### config.mk
export PLATFORM = sky130hd
export DESIGN_NAME = irq_redirect_engine
export DESIGN_NICKNAME = d
export VERILOG_FILES = /design/src/rtl/irq_redir_pkg.sv /design/src/rtl/irq_redir_input_map.sv /design/src/rtl/irq_redir_table.sv /design/src/rtl/irq_redir_pending.sv /design/src/rtl/irq_redir_scan.sv /design/src/rtl/irq_redirect_engine.sv
export SDC_FILE = /design/constraint.sdc
export NUM_CORES = 2
export LEC_CHECK = 0
export ABC_AREA = 1
export BUFFER_PORTS_ARGS = -buffer_cell sky130_fd_sc_hd__clkbuf_2
export CORE_MARGIN = 1
export CORE_UTILIZATION = 55
export DETAILED_ROUTE_END_ITERATION = 7
export GPL_TIMING_DRIVEN = 0
export MAX_ROUTING_LAYER = met4
export PLACE_DENSITY = 0.73
export SLEW_MARGIN = 20
export SYNTH_ARGS = -nofsm -noshare
export SYNTH_HDL_FRONTEND = slang
export SYNTH_HIERARCHICAL = 1
export SYNTH_SLANG_ARGS = --single-unit
### constraint.sdc
create_clock -name clk_i -period 4.3 [get_ports clk_i]
set_input_delay 0 -clock clk_i [delete_from_list [all_inputs] [get_ports clk_i]]
set_output_delay 0 -clock clk_i [all_outputs]
set_load 0.01 [all_outputs]
### src/rtl/irq_redir_pkg.sv
package irq_redir_pkg;

  localparam logic [31:0] MSG_BASE = 32'hFEE0_0000;

  typedef struct packed {
    logic [15:0] dest;
    logic        masked;
    logic        level;
    logic        remote;
    logic        dst_logical;
    logic [2:0]  dlv;
    logic [7:0]  vec;
  } rte_t;

  localparam rte_t RTE_RESET = '{masked: 1'b1, default: '0};

  function automatic rte_t rte_unpack(input logic [63:0] w);
    rte_t e;
    e.dest        = w[63:48];
    e.masked      = w[16];
    e.level       = w[15];
    e.remote      = w[14];
    e.dst_logical = w[11];
    e.dlv         = w[10:8];
    e.vec         = w[7:0];
    return e;
  endfunction

  function automatic logic [63:0] rte_pack(input rte_t e);
    logic [63:0] w;
    w          = '0;
    w[63:48]   = e.dest;
    w[16]      = e.masked;
    w[15]      = e.level;
    w[14]      = e.remote;
    w[11]      = e.dst_logical;
    w[10:8]    = e.dlv;
    w[7:0]     = e.vec;
    return w;
  endfunction

  function automatic logic [31:0] msg_addr(input rte_t e);
    return MSG_BASE | (32'(e.dest) << 4) | (32'(e.dst_logical) << 2);
  endfunction

  function automatic logic [31:0] msg_data(input rte_t e);
    return 32'(e.vec) | (32'(e.dlv) << 8) | (32'(e.level) << 15);
  endfunction

endpackage

### src/rtl/irq_redir_input_map.sv
module irq_redir_input_map #(
  parameter int NUM_PINS = 24
) (
  input  logic [NUM_PINS-1:0] irq_i,
  output logic [NUM_PINS-1:0] pin_lvl_o
);
  for (genvar p = 0; p < NUM_PINS; p++) begin : g_pin
    if (p == 0) begin : g_none
      assign pin_lvl_o[p] = 1'b0;
    end else if (p == 2) begin : g_merge
      assign pin_lvl_o[p] = irq_i[2] | irq_i[0];
    end else begin : g_direct
      assign pin_lvl_o[p] = irq_i[p];
    end
  end
endmodule

### src/rtl/irq_redir_table.sv
module irq_redir_table
  import irq_redir_pkg::*;
#(
  parameter int NUM_PINS = 24,
  localparam int IDX_W = $clog2(NUM_PINS)
) (
  input  logic                clk_i,
  input  logic                rst_ni,
  input  logic                wr_i,
  input  logic [IDX_W-1:0]    wr_idx_i,
  input  logic [63:0]         wr_data_i,
  input  logic [IDX_W-1:0]    rd_idx_i,
  output logic [63:0]         rd_data_o,
  input  logic [NUM_PINS-1:0] set_remote_i,
  output rte_t                ent_o [NUM_PINS],
  output logic [NUM_PINS-1:0] level_o,
  output logic [NUM_PINS-1:0] mask_o,
  output logic                wr_hit_o
);
  rte_t ent_q [NUM_PINS];
  rte_t wr_ent;

  assign wr_ent   = rte_unpack(wr_data_i);
  assign wr_hit_o = wr_i && ({1'b0, wr_idx_i} < (IDX_W+1)'(NUM_PINS));

  for (genvar p = 0; p < NUM_PINS; p++) begin : g_ent
    always_ff @(posedge clk_i or negedge rst_ni) begin
      if (!rst_ni) begin
        ent_q[p] <= RTE_RESET;
      end else if (wr_hit_o && wr_idx_i == IDX_W'(p)) begin
        ent_q[p]        <= wr_ent;
        // remote flag survives writes, dropped when the pin becomes edge
        ent_q[p].remote <= wr_ent.level & (ent_q[p].remote | set_remote_i[p]);
      end else if (set_remote_i[p]) begin
        ent_q[p].remote <= 1'b1;
      end
    end
    assign ent_o[p]   = ent_q[p];
    assign level_o[p] = ent_q[p].level;
    assign mask_o[p]  = ent_q[p].masked;
  end

  always_comb begin
    rd_data_o = '0;
    for (int p = 0; p < NUM_PINS; p++) begin
      if (rd_idx_i == IDX_W'(p)) rd_data_o = rte_pack(ent_q[p]);
    end
  end
endmodule

### src/rtl/irq_redir_pending.sv
module irq_redir_pending #(
  parameter int NUM_PINS = 24
) (
  input  logic                clk_i,
  input  logic                rst_ni,
  input  logic [NUM_PINS-1:0] pin_lvl_i,
  input  logic [NUM_PINS-1:0] level_i,
  input  logic [NUM_PINS-1:0] mask_i,
  input  logic [NUM_PINS-1:0] clr_i,
  output logic [NUM_PINS-1:0] pend_o,
  output logic                change_o
);
  logic [NUM_PINS-1:0] pend_q, prev_q, rise, ext, pend_d;

  assign rise = pin_lvl_i & ~prev_q;

  always_comb begin
    for (int p = 0; p < NUM_PINS; p++) begin
      if (level_i[p]) begin
        ext[p]    = pin_lvl_i[p];
        pend_d[p] = pin_lvl_i[p];
      end else begin
        ext[p]    = pend_q[p] | (rise[p] & ~mask_i[p]);
        // a fresh edge wins over a same-cycle service clear
        pend_d[p] = (pend_q[p] & ~clr_i[p]) | (rise[p] & ~mask_i[p]);
      end
    end
  end

  // only input-driven changes restart the scan
  assign change_o = |(ext ^ pend_q);
  assign pend_o   = pend_q;

  always_ff @(posedge clk_i or negedge rst_ni) begin
    if (!rst_ni) begin
      pend_q <= '0;
      prev_q <= '0;
    end else begin
      pend_q <= pend_d;
      prev_q <= pin_lvl_i;
    end
  end
endmodule

### src/rtl/irq_redir_scan.sv
module irq_redir_scan
  import irq_redir_pkg::*;
#(
  parameter int NUM_PINS = 24,
  localparam int IDX_W = $clog2(NUM_PINS)
) (
  input  logic                clk_i,
  input  logic                rst_ni,
  input  logic                restart_i,
  input  logic [NUM_PINS-1:0] pend_i,
  input  rte_t                ent_i [NUM_PINS],
  output logic [NUM_PINS-1:0] clr_o,
  output logic [NUM_PINS-1:0] set_remote_o,
  output logic [IDX_W-1:0]    ptr_o,
  output logic                msg_valid_o,
  input  logic                msg_ready_i,
  output logic [31:0]         msg_addr_o,
  output logic [31:0]         msg_data_o
);
  localparam logic [IDX_W-1:0] LAST = IDX_W'(NUM_PINS - 1);

  logic [IDX_W-1:0] ptr_q;
  logic             busy_q, vld_q;
  logic [31:0]      addr_q, data_q;
  logic             slot_free, eval, serve, fire;
  rte_t             cur;

  assign cur       = ent_i[ptr_q];
  assign slot_free = !vld_q || msg_ready_i;
  assign eval      = busy_q && slot_free;
  assign serve     = eval && pend_i[ptr_q] && !cur.masked;
  assign fire      = serve && (!cur.level || !cur.remote);

  always_comb begin
    clr_o        = '0;
    set_remote_o = '0;
    if (serve && !cur.level) clr_o[ptr_q]        = 1'b1;
    if (serve &&  cur.level) set_remote_o[ptr_q] = 1'b1;
  end

  always_ff @(posedge clk_i or negedge rst_ni) begin
    if (!rst_ni) begin
      ptr_q  <= '0;
      busy_q <= 1'b0;
    end else if (restart_i) begin
      ptr_q  <= '0;
      busy_q <= 1'b1;
    end else if (eval) begin
      if (ptr_q == LAST) busy_q <= 1'b0;
      else               ptr_q  <= ptr_q + 1'b1;
    end
  end

  always_ff @(posedge clk_i or negedge rst_ni) begin
    if (!rst_ni) begin
      vld_q  <= 1'b0;
      addr_q <= '0;
      data_q <= '0;
    end else if (fire) begin
      vld_q  <= 1'b1;
      addr_q <= msg_addr(cur);
      data_q <= msg_data(cur);
    end else if (msg_ready_i) begin
      vld_q  <= 1'b0;
    end
  end

  assign ptr_o       = ptr_q;
  assign msg_valid_o = vld_q;
  assign msg_addr_o  = addr_q;
  assign msg_data_o  = data_q;
endmodule

### src/rtl/irq_redirect_engine.sv
module irq_redirect_engine
  import irq_redir_pkg::*;
#(
  parameter int NUM_PINS = 24,
  localparam int IDX_W = $clog2(NUM_PINS)
) (
  input  logic                clk_i,
  input  logic                rst_ni,
  input  logic [NUM_PINS-1:0] irq_i,
  input  logic                cfg_wr_i,
  input  logic [IDX_W-1:0]    cfg_idx_i,
  input  logic [63:0]         cfg_wdata_i,
  input  logic [IDX_W-1:0]    cfg_rd_idx_i,
  output logic [63:0]         cfg_rdata_o,
  output logic                msg_valid_o,
  input  logic                msg_ready_i,
  output logic [31:0]         msg_addr_o,
  output logic [31:0]         msg_data_o
);
  logic [NUM_PINS-1:0] pin_lvl, level_vec, mask_vec, pend, clr, set_remote;
  logic                wr_hit, pend_change, restart;
  logic [IDX_W-1:0]    scan_ptr;
  rte_t                ent [NUM_PINS];

  irq_redir_input_map #(.NUM_PINS(NUM_PINS)) u_map (
    .irq_i     (irq_i),
    .pin_lvl_o (pin_lvl)
  );

  irq_redir_table #(.NUM_PINS(NUM_PINS)) u_table (
    .clk_i        (clk_i),
    .rst_ni       (rst_ni),
    .wr_i         (cfg_wr_i),
    .wr_idx_i     (cfg_idx_i),
    .wr_data_i    (cfg_wdata_i),
    .rd_idx_i     (cfg_rd_idx_i),
    .rd_data_o    (cfg_rdata_o),
    .set_remote_i (set_remote),
    .ent_o        (ent),
    .level_o      (level_vec),
    .mask_o       (mask_vec),
    .wr_hit_o     (wr_hit)
  );

  irq_redir_pending #(.NUM_PINS(NUM_PINS)) u_pend (
    .clk_i     (clk_i),
    .rst_ni    (rst_ni),
    .pin_lvl_i (pin_lvl),
    .level_i   (level_vec),
    .mask_i    (mask_vec),
    .clr_i     (clr),
    .pend_o    (pend),
    .change_o  (pend_change)
  );

  assign restart = pend_change | wr_hit;

  irq_redir_scan #(.NUM_PINS(NUM_PINS)) u_scan (
    .clk_i        (clk_i),
    .rst_ni       (rst_ni),
    .restart_i    (restart),
    .pend_i       (pend),
    .ent_i        (ent),
    .clr_o        (clr),
    .set_remote_o (set_remote),
    .ptr_o        (scan_ptr),
    .msg_valid_o  (msg_valid_o),
    .msg_ready_i  (msg_ready_i),
    .msg_addr_o   (msg_addr_o),
    .msg_data_o   (msg_data_o)
  );
endmodule

==> results.py <==
metrics = {
    "outcome": {
        "outcome": "complete, but fails checks",
        "violations": "DRC",
    },
    "power_and_ir_drop": {
        "power_frac_comb_pct": 17.7,
        "p_per_area_mw_per_mm2": 442,
        "leakage_nw": 25.2,
        "sw_frac_of_total_pct": 32.1,
        "net-switching-power_mw": 7.37,
        "vdd_drop_max_uv": 380,
        "p_seq_share_pct": 45.1,
        "clkPwrFrac_pct": 37.2,
        "p_int_mw": 15.6,
    },
    "synth": {
        "synth_mux_area_share_pct": 0,
        "synth_seq_cells": 829,
        "seq_area_frac_synth_pct": 45.7,
        "synth_fa_ha_area_share_pct": 0.110,
        "synth_cells": 6399,
        "synth_top_family_by_area": "simple AND/OR/NAND/NOR gates",
        "postSynthAreaPerCell_um2": 7.10,
        "synth-simple-area-share_pct": 28.6,
        "synth_warnings": 6,
        "synth_compound_area_share_pct": 15.7,
        "synthDistinctLibCells": 37,
        "syn_area_mm2": 0.0454,
        "yosys.area_share.xor_xnor_pct": 0,
    },
    "worst_hold_path": {
        "hp-class": "in2reg",
    },
    "layout": {
        "layout_commonest_cell": "nand2_1",
        "layoutNonFillerInstCount": 7922,
        "stdcell_area_mm2": 0.0520,
        "fin_nets": 6864,
        "area_growth_pct": 14.5,
        "drive_above_1_share_pct": 9.90,
        "layout_common_cells": "2066 x nand2_1, 1094 x o21ai_0, 805 x dfrtp_1",
    },
    "setup_path": {
        "cpMaxStageDelayCell": "clkbuf_1",
        "cp_slowest_stage_delay_ps": 920,
        "crit_top_cell": "nand2_1",
        "end_kind": "flip-flop",
        "path_max_fanout": 10,
        "crit_arrival_ps": 4630,
        "crit_chain": "buf_2 -> buf_4 -> clkbuf_1 -> clkbuf_1 -> o21ai_0 -> o22ai_1 -> nand2_1 -> nand2_1 -> inv_1 -> nand2_1 -> nand3_1 -> nand2_1",
        "worst_setup_path_start_kind": "flip-flop",
        "critPathKind": "reg2reg",
        "worstPathRequired_ps": 4920,
    },
    "grt": {
        "antenna_found_initial": 13,
        "first_global_vias": 45700,
        "grt_pass1_wl_mm": 300,
        "grt_usage_pct": 51.9,
        "grt_max_degree": 92,
        "overflow": 0,
    },
    "floorplanning": {
        "die_w_um": 289,
        "ios": 231,
        "coreArea_mm2": 0.0820,
        "die_height_um": 289,
        "start_util_pct": 55.4,
        "fp-row-count": 105,
        "dieArea_mm2": 0.0838,
    },
    "timing": {
        "worstMarginPinSlew_ps": 1230,
        "tns_ps": 0,
        "max_freq_mhz": 249,
        "skew_ps": 22.2,
        "slew-limit-headroom_pct": 17.8,
        "fin_ws_ps": 288,
        "hold_violations": 0,
        "rsz0062_at_grt": "false",
        "setup_violations": 0,
        "slew_viol_final": 0,
        "fin_crit_ps": 4010,
        "final.period_utilization_pct": 93.3,
    },
    "clock_tree": {
        "ctsRootBufferMaster": "clkbuf_16",
        "clock_path_buffers": 3,
        "cts_tree": "done",
        "cts-htree-levels": 3,
        "post_cts_buffers": 0,
        "cts.sink_count": 829,
        "clk_pin_slew_ps": 60,
        "clock_latency_ps": 690,
        "numCtsBuffers": 93,
    },
    "placement": {
        "dp.cells": 7651,
        "dpl.hpwl_mm": 162,
        "post-place-ws_ps": 672,
        "place_area_mm2": 0.0479,
        "gp_congestion": 1.07,
        "numPortBuffers": 115,
    },
    "detailed_routing": {
        "drt_pass1_iterations": 8,
        "totalWireLength_mm": 214,
        "wire_per_inst_um": 27.0,
        "vias": 49200,
        "ant_nets": 0,
        "drcViolationCount": 2,
        "dr.first_iter.drc_count": 7420,
        "vias_per_cell": 6.21,
    },
    "flow_run": {
        "max_cap_viol_count": 0,
    },
}
-- worst max-delay path: cells and delay by family, from the launching register on --
kind	cells	cell delay (ps)
AND/OR/NAND/NOR	5	700
flip-flops	1	380
buffers and inverters	5	2390
AO/OA/AOI/OAI	2	440
-- Yosys cell counts --
cell	count	area, µm²
nand2_1	2066	7750
o21ai_0	1094	5480
dfrtp_1	805	20100
nor2_1	706	2650
inv_1	370	1390
clkbuf_1	346	1300
o22ai_1	187	1170
nand3_1	150	751
buf_4	148	1110
nand4_1	148	926
buf_2	79	395
or2_2	58	363
a21oi_1	50	250
inv_2	25	93.8
dfstp_2	24	631
or2_1	21	131
nand3_2	16	160
o21ai_1	15	75.1
or2_0	14	87.6
buf_6	12	135
nor2_2	11	68.8
o211ai_1	10	75.1
buf_1	7	26.3
nor3_1	7	35.0
o221ai_1	7	61.3
ha_1	4	50.1
nand2_2	4	25.0
clkinv_1	3	11.3
conb_1	3	11.3
nor2_4	2	22.5
a211oi_1	1	7.51
a31oi_1	1	6.26
buf_8	1	15.0
nand3b_1	1	7.51
nand4_2	1	12.5
nor3_2	1	10.0
o21a_1	1	7.51
-- worst paths after layout --
| path | start | endpoint | slack (ps) | cells past startpoint |
|---|---|---|---|---|
| max | u_scan/ptr_o[1] | u_scan/msg_addr_o[2] | 290 | 12 |
| min | irq_i[7] | u_pend/prev_q[7] | 6 | 2 |
| max reg2reg | u_scan/ptr_o[1] | u_scan/msg_addr_o[2] | 290 | 12 |
| min reg2reg | u_scan/msg_addr_o[6] | u_scan/msg_addr_o[6] | 480 | 2 |
| max in group asynchronous | rst_ni | u_table/ent_o[54] | 2380 | 7 |
| min in group asynchronous | rst_ni | u_table/ent_o[696] | 510 | 3 |
-- flip-flops by register name, indices dropped and copies added, names as in the netlist --
signal and cells:
u_scan/msg_data_o 12, u_scan/ptr_o 5, u_pend/prev_q 24, u_pend/pend_o 24, u_scan/msg_valid_o 1, u_scan/msg_addr_o 18
u_table/ent_o 744, u_scan/busy_q 1
-- power by group through the flow --
stage	clock network, mW	registers, mW	logic [mW]
floorplan	0	10.1	2.47
global placement	0	10.4	3.67
detailed placement	0	10.4	3.82
CTS	8.55	10.3	3.90
global route	8.85	10.5	4.46
finish	8.55	10.4	4.06
-- metrics by stage --
step           hold WS, ps  total power [mW]  util (%)
4_1_cts              0.845              22.8      63.4
5_1_grt               12.0              23.8      63.4
6_report              6.36              23.0      63.5
3_5_place_dp          32.0              14.2      58.4
2_1_floorplan         -296              12.5         -
3_3_place_gp           129              14.1      58.0
-- cells by family (layout without fill, tap and decap cells) --
group	count (synthesis)	after routing
flops	829	829
buf+inv	991	1372
simple gates	3206	3206
other cells	3	75
fa+ha+maj	4	4
compound gates	1366	1366
-- layer usage --
layer  track usage (%)  wire length [µm]  up-vias
met5                 -                 0        -
met4              37.1             18500        0
met3              18.7             32900      828
met2              70.0             85600     3715
met1              63.9             76600    23500
li1                  -                 -    21200
-- timing repair --
item	in CTS	in global routing
endpoints found under the hold margin	535	0
hold buffers	82	0
gates resized for setup	0	0
-- final cells by class --
type                       count  area [µm²]
timing repair buffer         208        1730
clock buffer                 129        2690
multi-input combinational   4635       20400
antenna                       16        40.0
buffer                       593        2990
fill                        7595       30000
inverter                     398        1490
tap                         1070        1340
clock inverter                44         552
sequential                   829       20800
No activity file was read; power rests on OpenSTA's default activity.
